--- src/rtl/can_fc_pkg.sv ---
package can_fc_pkg;
  // bit positions inside the test-control word
  localparam int TST_MASTER = 15;
  localparam int TST_WRCNT  = 14;
  localparam int TST_FPASS  = 13;
  localparam int TST_FREEZE = 11;

  typedef struct packed {
    logic wr_cnt;
    logic force_pass;
    logic freeze;
  } test_ctrl_t;

  typedef enum logic [1:0] {
    ST_ACTIVE  = 2'd0,
    ST_PASSIVE = 2'd1,
    ST_BUSOFF  = 2'd2
  } fc_state_e;
endpackage

--- src/rtl/can_fc_test_reg.sv ---
module can_fc_test_reg
  import can_fc_pkg::*;
#(
  parameter int REG_W = 16
) (
  input  logic             clk_i,
  input  logic             rst_ni,
  input  logic             we_i,
  input  logic [REG_W-1:0] wdata_i,
  output logic [REG_W-1:0] reg_o,
  output test_ctrl_t       ctrl_o
);
  logic [REG_W-1:0] reg_q;

  always_ff @(posedge clk_i or negedge rst_ni) begin
    if (!rst_ni)   reg_q <= '0;
    else if (we_i) reg_q <= wdata_i;
  end

  // override bits are live only under the master enable
  always_comb begin
    ctrl_o.wr_cnt     = reg_q[TST_MASTER] & reg_q[TST_WRCNT];
    ctrl_o.force_pass = reg_q[TST_MASTER] & reg_q[TST_FPASS];
    ctrl_o.freeze     = reg_q[TST_MASTER] & reg_q[TST_FREEZE];
  end

  assign reg_o = reg_q;
endmodule

--- src/rtl/can_fc_counter.sv ---
module can_fc_counter #(
  parameter int W   = 8,
  parameter int INC = 1,
  parameter bit SAT = 1'b1   // 1: saturate on overflow, 0: hold and flag
) (
  input  logic         clk_i,
  input  logic         rst_ni,
  input  logic         clr_i,
  input  logic         load_i,
  input  logic [W-1:0] load_val_i,
  input  logic         inc_i,
  input  logic         dec_i,
  output logic [W-1:0] cnt_o,
  output logic         ovf_o
);
  localparam logic [W:0]   INC_X = (W+1)'(INC);
  localparam logic [W-1:0] CMAX  = '1;

  logic [W-1:0] cnt_q, cnt_d, inc_val;
  logic [W:0]   sum;

  assign sum   = {1'b0, cnt_q} + INC_X;
  assign ovf_o = sum[W];

  generate
    if (SAT) begin : g_sat
      assign inc_val = ovf_o ? CMAX : sum[W-1:0];
    end else begin : g_hold
      assign inc_val = ovf_o ? cnt_q : sum[W-1:0];
    end
  endgenerate

  always_comb begin
    cnt_d = cnt_q;
    if (clr_i)                       cnt_d = '0;
    else if (load_i)                 cnt_d = load_val_i;
    else if (inc_i)                  cnt_d = inc_val;
    else if (dec_i && cnt_q != '0)   cnt_d = cnt_q - 1'b1;
  end

  always_ff @(posedge clk_i or negedge rst_ni) begin
    if (!rst_ni) cnt_q <= '0;
    else         cnt_q <= cnt_d;
  end

  assign cnt_o = cnt_q;
endmodule

--- src/rtl/can_fc_state.sv ---
module can_fc_state
  import can_fc_pkg::*;
#(
  parameter int W          = 8,
  parameter int WARN_TH    = 96,
  parameter int PASSIVE_TH = 128
) (
  input  logic         clk_i,
  input  logic         rst_ni,
  input  logic [W-1:0] tec_i,
  input  logic [W-1:0] rec_i,
  input  logic         boff_set_i,
  input  logic         boff_clr_i,
  input  logic         force_pass_i,
  output fc_state_e    state_o,
  output logic         warn_o
);
  logic boff_q;
  logic over_pass;

  always_ff @(posedge clk_i or negedge rst_ni) begin
    if (!rst_ni)         boff_q <= 1'b0;
    else if (boff_clr_i) boff_q <= 1'b0;
    else if (boff_set_i) boff_q <= 1'b1;
  end

  assign over_pass = (int'(tec_i) >= PASSIVE_TH) || (int'(rec_i) >= PASSIVE_TH);
  assign warn_o    = (int'(tec_i) >= WARN_TH)    || (int'(rec_i) >= WARN_TH);

  always_comb begin
    if (boff_q)                         state_o = ST_BUSOFF;
    else if (over_pass || force_pass_i) state_o = ST_PASSIVE;
    else                                state_o = ST_ACTIVE;
  end
endmodule

--- src/rtl/can_fault_conf.sv ---
module can_fault_conf
  import can_fc_pkg::*;
#(
  parameter int CNT_W      = 8,
  parameter int REG_W      = 16,
  parameter int TX_ERR_INC = 8,
  parameter int RX_ERR_INC = 1,
  parameter int WARN_TH    = 96,
  parameter int PASSIVE_TH = 128
) (
  input  logic             clk_i,
  input  logic             rst_ni,
  input  logic             tx_err_i,
  input  logic             tx_ok_i,
  input  logic             rx_err_i,
  input  logic             rx_ok_i,
  input  logic             recover_i,
  input  logic             halt_i,
  input  logic             reg_we_i,
  input  logic             reg_sel_i,
  input  logic [REG_W-1:0] reg_wdata_i,
  output logic [REG_W-1:0] test_reg_o,
  output logic [CNT_W-1:0] tec_o,
  output logic [CNT_W-1:0] rec_o,
  output logic             err_active_o,
  output logic             err_passive_o,
  output logic             bus_off_o,
  output logic             warn_o
);
  localparam int LOAD_LSB = REG_W - CNT_W;

  test_ctrl_t       ctrl;
  fc_state_e        state;
  logic             cnt_en, load, clr, tec_ovf;
  logic [CNT_W-1:0] load_val;

  can_fc_test_reg #(.REG_W(REG_W)) u_treg (
    .clk_i   (clk_i),
    .rst_ni  (rst_ni),
    .we_i    (reg_we_i & ~reg_sel_i),
    .wdata_i (reg_wdata_i),
    .reg_o   (test_reg_o),
    .ctrl_o  (ctrl)
  );

  assign cnt_en   = ~ctrl.freeze & (state != ST_BUSOFF);
  assign load     = reg_we_i & reg_sel_i & ctrl.wr_cnt & halt_i;
  assign load_val = reg_wdata_i[REG_W-1:LOAD_LSB];
  assign clr      = recover_i & (state == ST_BUSOFF);

  can_fc_counter #(.W(CNT_W), .INC(TX_ERR_INC), .SAT(1'b0)) u_tec (
    .clk_i      (clk_i),
    .rst_ni     (rst_ni),
    .clr_i      (clr),
    .load_i     (load),
    .load_val_i (load_val),
    .inc_i      (tx_err_i & cnt_en),
    .dec_i      (tx_ok_i & cnt_en),
    .cnt_o      (tec_o),
    .ovf_o      (tec_ovf)
  );

  logic rec_ovf_unused;
  can_fc_counter #(.W(CNT_W), .INC(RX_ERR_INC), .SAT(1'b1)) u_rec (
    .clk_i      (clk_i),
    .rst_ni     (rst_ni),
    .clr_i      (clr),
    .load_i     (load),
    .load_val_i (load_val),
    .inc_i      (rx_err_i & cnt_en),
    .dec_i      (rx_ok_i & cnt_en),
    .cnt_o      (rec_o),
    .ovf_o      (rec_ovf_unused)
  );

  can_fc_state #(.W(CNT_W), .WARN_TH(WARN_TH), .PASSIVE_TH(PASSIVE_TH)) u_state (
    .clk_i        (clk_i),
    .rst_ni       (rst_ni),
    .tec_i        (tec_o),
    .rec_i        (rec_o),
    .boff_set_i   (tx_err_i & cnt_en & tec_ovf & ~load),
    .boff_clr_i   (clr),
    .force_pass_i (ctrl.force_pass),
    .state_o      (state),
    .warn_o       (warn_o)
  );

  assign err_active_o  = (state == ST_ACTIVE);
  assign err_passive_o = (state == ST_PASSIVE);
  assign bus_off_o     = (state == ST_BUSOFF);
endmodule

--- config.mk ---
export PLATFORM = sky130hd
export DESIGN_NAME = can_fault_conf
export DESIGN_NICKNAME = d
export VERILOG_FILES = /design/src/rtl/can_fc_pkg.sv /design/src/rtl/can_fc_test_reg.sv /design/src/rtl/can_fc_counter.sv /design/src/rtl/can_fc_state.sv /design/src/rtl/can_fault_conf.sv
export SDC_FILE = /design/constraint.sdc
export NUM_CORES = 1
export LEC_CHECK = 0
export CAP_MARGIN = 10
export CORE_MARGIN = 2
export CORE_UTILIZATION = 45
export DETAILED_ROUTE_END_ITERATION = 16
export GPL_ROUTABILITY_DRIVEN = 0
export PLACE_DENSITY = 0.77
export SLEW_MARGIN = 10
export SYNTH_ARGS = -nofsm -noshare
export SYNTH_HDL_FRONTEND = slang
export SYNTH_SLANG_ARGS = --single-unit
--- constraint.sdc ---
create_clock -name clk_i -period 2.4 [get_ports clk_i]
set_clock_uncertainty 0.1 [all_clocks]
set_input_delay 0.36 -clock clk_i [delete_from_list [all_inputs] [get_ports clk_i]]
set_output_delay 0.36 -clock clk_i [all_outputs]
set_load 0.005 [all_outputs]
==> impl_metrics.csv, run 1 <==
group,metric,value,unit
yosys,syn_area,0.002245,mm²
die,die_w,74.63,µm
global_route,grtUsageTotal,23.86,%
worst_setup_path,crit_fanout,11,
die,boundaryPins,62,
yosys,synth.avg_cell_area,9.237,µm²
global_route,grt_max_degree,34,
cts,clk_transition_reported_paths,0.08,ns
timing,min_period_over_period,91.33,%
global_route,globalRouteMet1Util,32.17,%
timing,finalSetupViolCount,0,
cts,numCtsBuffers,5,
global_route,antenna_found_initial,0,
status,outcome,"finished clean",
worst_setup_path,worstSetupPathType,"reg2reg",
timing,relSlewSlack,66.64,%
detailed_routing,avgViaCountPerCell,5.787,
cts,postCtsHoldBufs,0,
timing,rsz0062_at_grt,"no",
yosys,ys_seq_area_share,36.79,%
cts,cts_buffer_depth,2,
worst_setup_path,crit_arrival,2.28,ns
die,die_y,74.63,µm
placement,dpl.hpwl,4.673,mm
timing,period_needed,2.192,ns
yosys,synth.ff_latch_count,33,
detailed_routing,routed_wl,6.191,mm
cts,clkLatencyLatePin,0.29,ns
cells_and_area,multiInputGateArea,0.001297,mm²
timing,hold_viol,0,
yosys,synth_nets,277,
detailed_routing,post_drt_wl_per_cell,16.47,µm
min_path,worstHoldPathType,"in2async",
timing,whs,0.3692,ns
yosys,yosys_warnings,0,
detailed_routing,firstDrtPassIters,5,
detailed_routing,ant_nets,0,
timing,setup_tns,0,ns
cells_and_area,utilization,63.63,%
global_route,overflow,0,
power,ir_worst_vdd,0.0004829,V
yosys,synth_edf_count,0,
cells_and_area,regArea,825.8,µm²
yosys,synth_cell_types,63,
die,die_area,0.005569,mm²
cells_and_area,final_common_cell,"clkdlybuf4s50_1",
yosys,async_reset_ff_share,100.0,%
cells_and_area,fillCellCount,414,
worst_setup_path,cp-start-kind,"register",
yosys,ys.flop_type,"dfrtp_1",
cts,cts-root-buf,"clkbuf_8",
cells_and_area,antennaDiodeCount,0,
worst_setup_path,crit_required,2.49,ns
global_route,use_met3,5.890,%
die,core,0.004755,mm²
cts,cts_htree_levels,2,
run,maxCapViolCount,0,
placement,io_buffer_count,61,
timing,finalMaxSlewViolations,0,
cts,clock-sinks,33,
cells_and_area,syn_to_final_growth,34.78,%
die,num_rows,25,
cts,cts_setup_buffers,0,
global_route,grt.met2_usage,37.86,%
cells_and_area,layout_common_cells,"clkdlybuf4s50_1, dfrtp_1, nand2_1",
cells_and_area,nNetsFinal,342,
power,p_leak,1.198,nW
timing,worst_pin_slew,0.5003,ns
power,powerDensity,939.3,mW/mm²
die,initial_core_util,47.21,%
worst_setup_path,end_kind,"register",
cts,tritoncts,"built",
detailed_routing,initialDrtViolationCount,256,
cells_and_area,drive_gt1_share,14.24,%
detailed_routing,drc_errors,0,
global_route,grt_busiest_layer,"met2",
cts,ctsResizeCount,0,
global_route,grt_pass1_vias,2153,
global_route,grt_pass1_wl,10.21,mm
yosys,synth_cells,243,
detailed_routing,via_count,2176,
timing,fmax,456.2,MHz
==> synthesized netlist by cell type, types with 4 or more instances <==
cell	instances	area (µm²)
a21oi_1	16	80.08
a31oi_1	4	25.02
and3_1	6	37.54
buf_2	4	20.02
clkbuf_1	4	15.01
dfrtp_1	33	825.8
ha_1	8	100.1
inv_1	13	48.80
mux2_2	15	168.9
nand2_1	19	71.32
nand3_1	8	40.04
nand4_1	6	37.54
nor2_1	17	63.81
o211ai_1	5	37.54
o21ai_0	15	75.07
o31ai_1	4	30.03
==> report_power, final <==
group	internal [W]	leakage, nW	total (W)	switching (W)
sequential	0.000721	0.393	0.00104	0.000315
clock	0.000204	0.0364	0.000438	0.000234
combinational	0.000773	0.769	0.00137	0.000595
==> worst max-delay path, stage by stage, from the launching register on <==
cell	delay (ns)
dfrtp_1	0.43
a21oi_2	0.45
o21ai_0	0.25
or2_1	0.39
a311o_1	0.31
o21a_1	0.16
==> area by class of cell <==
class	instances	area share [%]
clock buffer	5	2.275
clock inverter	3	0.7444
inverter	13	1.613
multi-input combinational	185	42.89
sequential	33	27.30
tap	67	2.771
timing repair buffer	70	22.42
==> per-layer routing <==
layer  vias to the layer above  share of wire [%]
met5                         -                  0
met4                         0                1.1
met3                         9                8.4
met2                        98                 47
met1                      1024                 44
li1                       1045                  -
==> per-stage QoR <==
step / area, µm² / instances / setup WS [ns] / power [W]
after floorplan: 2245 / 243 / 0.5580 / 0.001743
final: 3025 / 376 / 0.2082 / 0.002842
after global routing: 3025 / 376 / 0.05906 / 0.003063
after global placement: 2934 / 368 / 0.1898 / 0.002375
after detailed placement: 2934 / 368 / 0.1535 / 0.002402
after CTS: 3025 / 376 / 0.2043 / 0.002840
==> sequential cells by signal (all words and copies together) (netlist names) <==
signal and cells:
u_treg.reg_o 16, u_tec.cnt_o 8, u_state.boff_q 1, u_rec.cnt_o 8
==> kinds of logic (layout without fill, tap and decap cells) <==
family,after synthesis,in the layout,share of synthesized area (%)
buf+inv,25,91,5.407
mux,15,15,7.525
fa+ha+maj,8,8,4.459
flops,33,33,36.79
xor+xnor,3,3,1.171
simple gates,79,79,19.12
compound gates,80,80,25.53
==> final timing paths <==
kind,startpoint,end,slack [ns],cells past startpoint
min,rst_ni,u_treg.reg_o[9],0.37,2
max,u_treg.reg_o[11],u_rec.cnt_o[4],0.21,5
max in group asynchronous,rst_ni,u_treg.reg_o[15],1.53,2
max reg2reg,u_treg.reg_o[11],u_rec.cnt_o[4],0.21,5
min in group clk_i,u_treg.reg_o[2],u_treg.reg_o[2],0.41,1
min reg2reg,u_treg.reg_o[2],u_treg.reg_o[2],0.41,1
No activity file was read; power rests on OpenSTA's default activity.
==> inputs of run 2 (changes only) <==
--- a/config.mk
+++ b/config.mk
@@ -11,7 +11,7 @@
 export DETAILED_ROUTE_END_ITERATION = 16
 export GPL_ROUTABILITY_DRIVEN = 0
 export PLACE_DENSITY = 0.77
-export SLEW_MARGIN = 10
+export SLEW_MARGIN = 20
 export SYNTH_ARGS = -nofsm -noshare
 export SYNTH_HDL_FRONTEND = slang
 export SYNTH_SLANG_ARGS = --single-unit
==> results of run 2 <==
Final layout, timing and power as in run 1 (identical DEF).
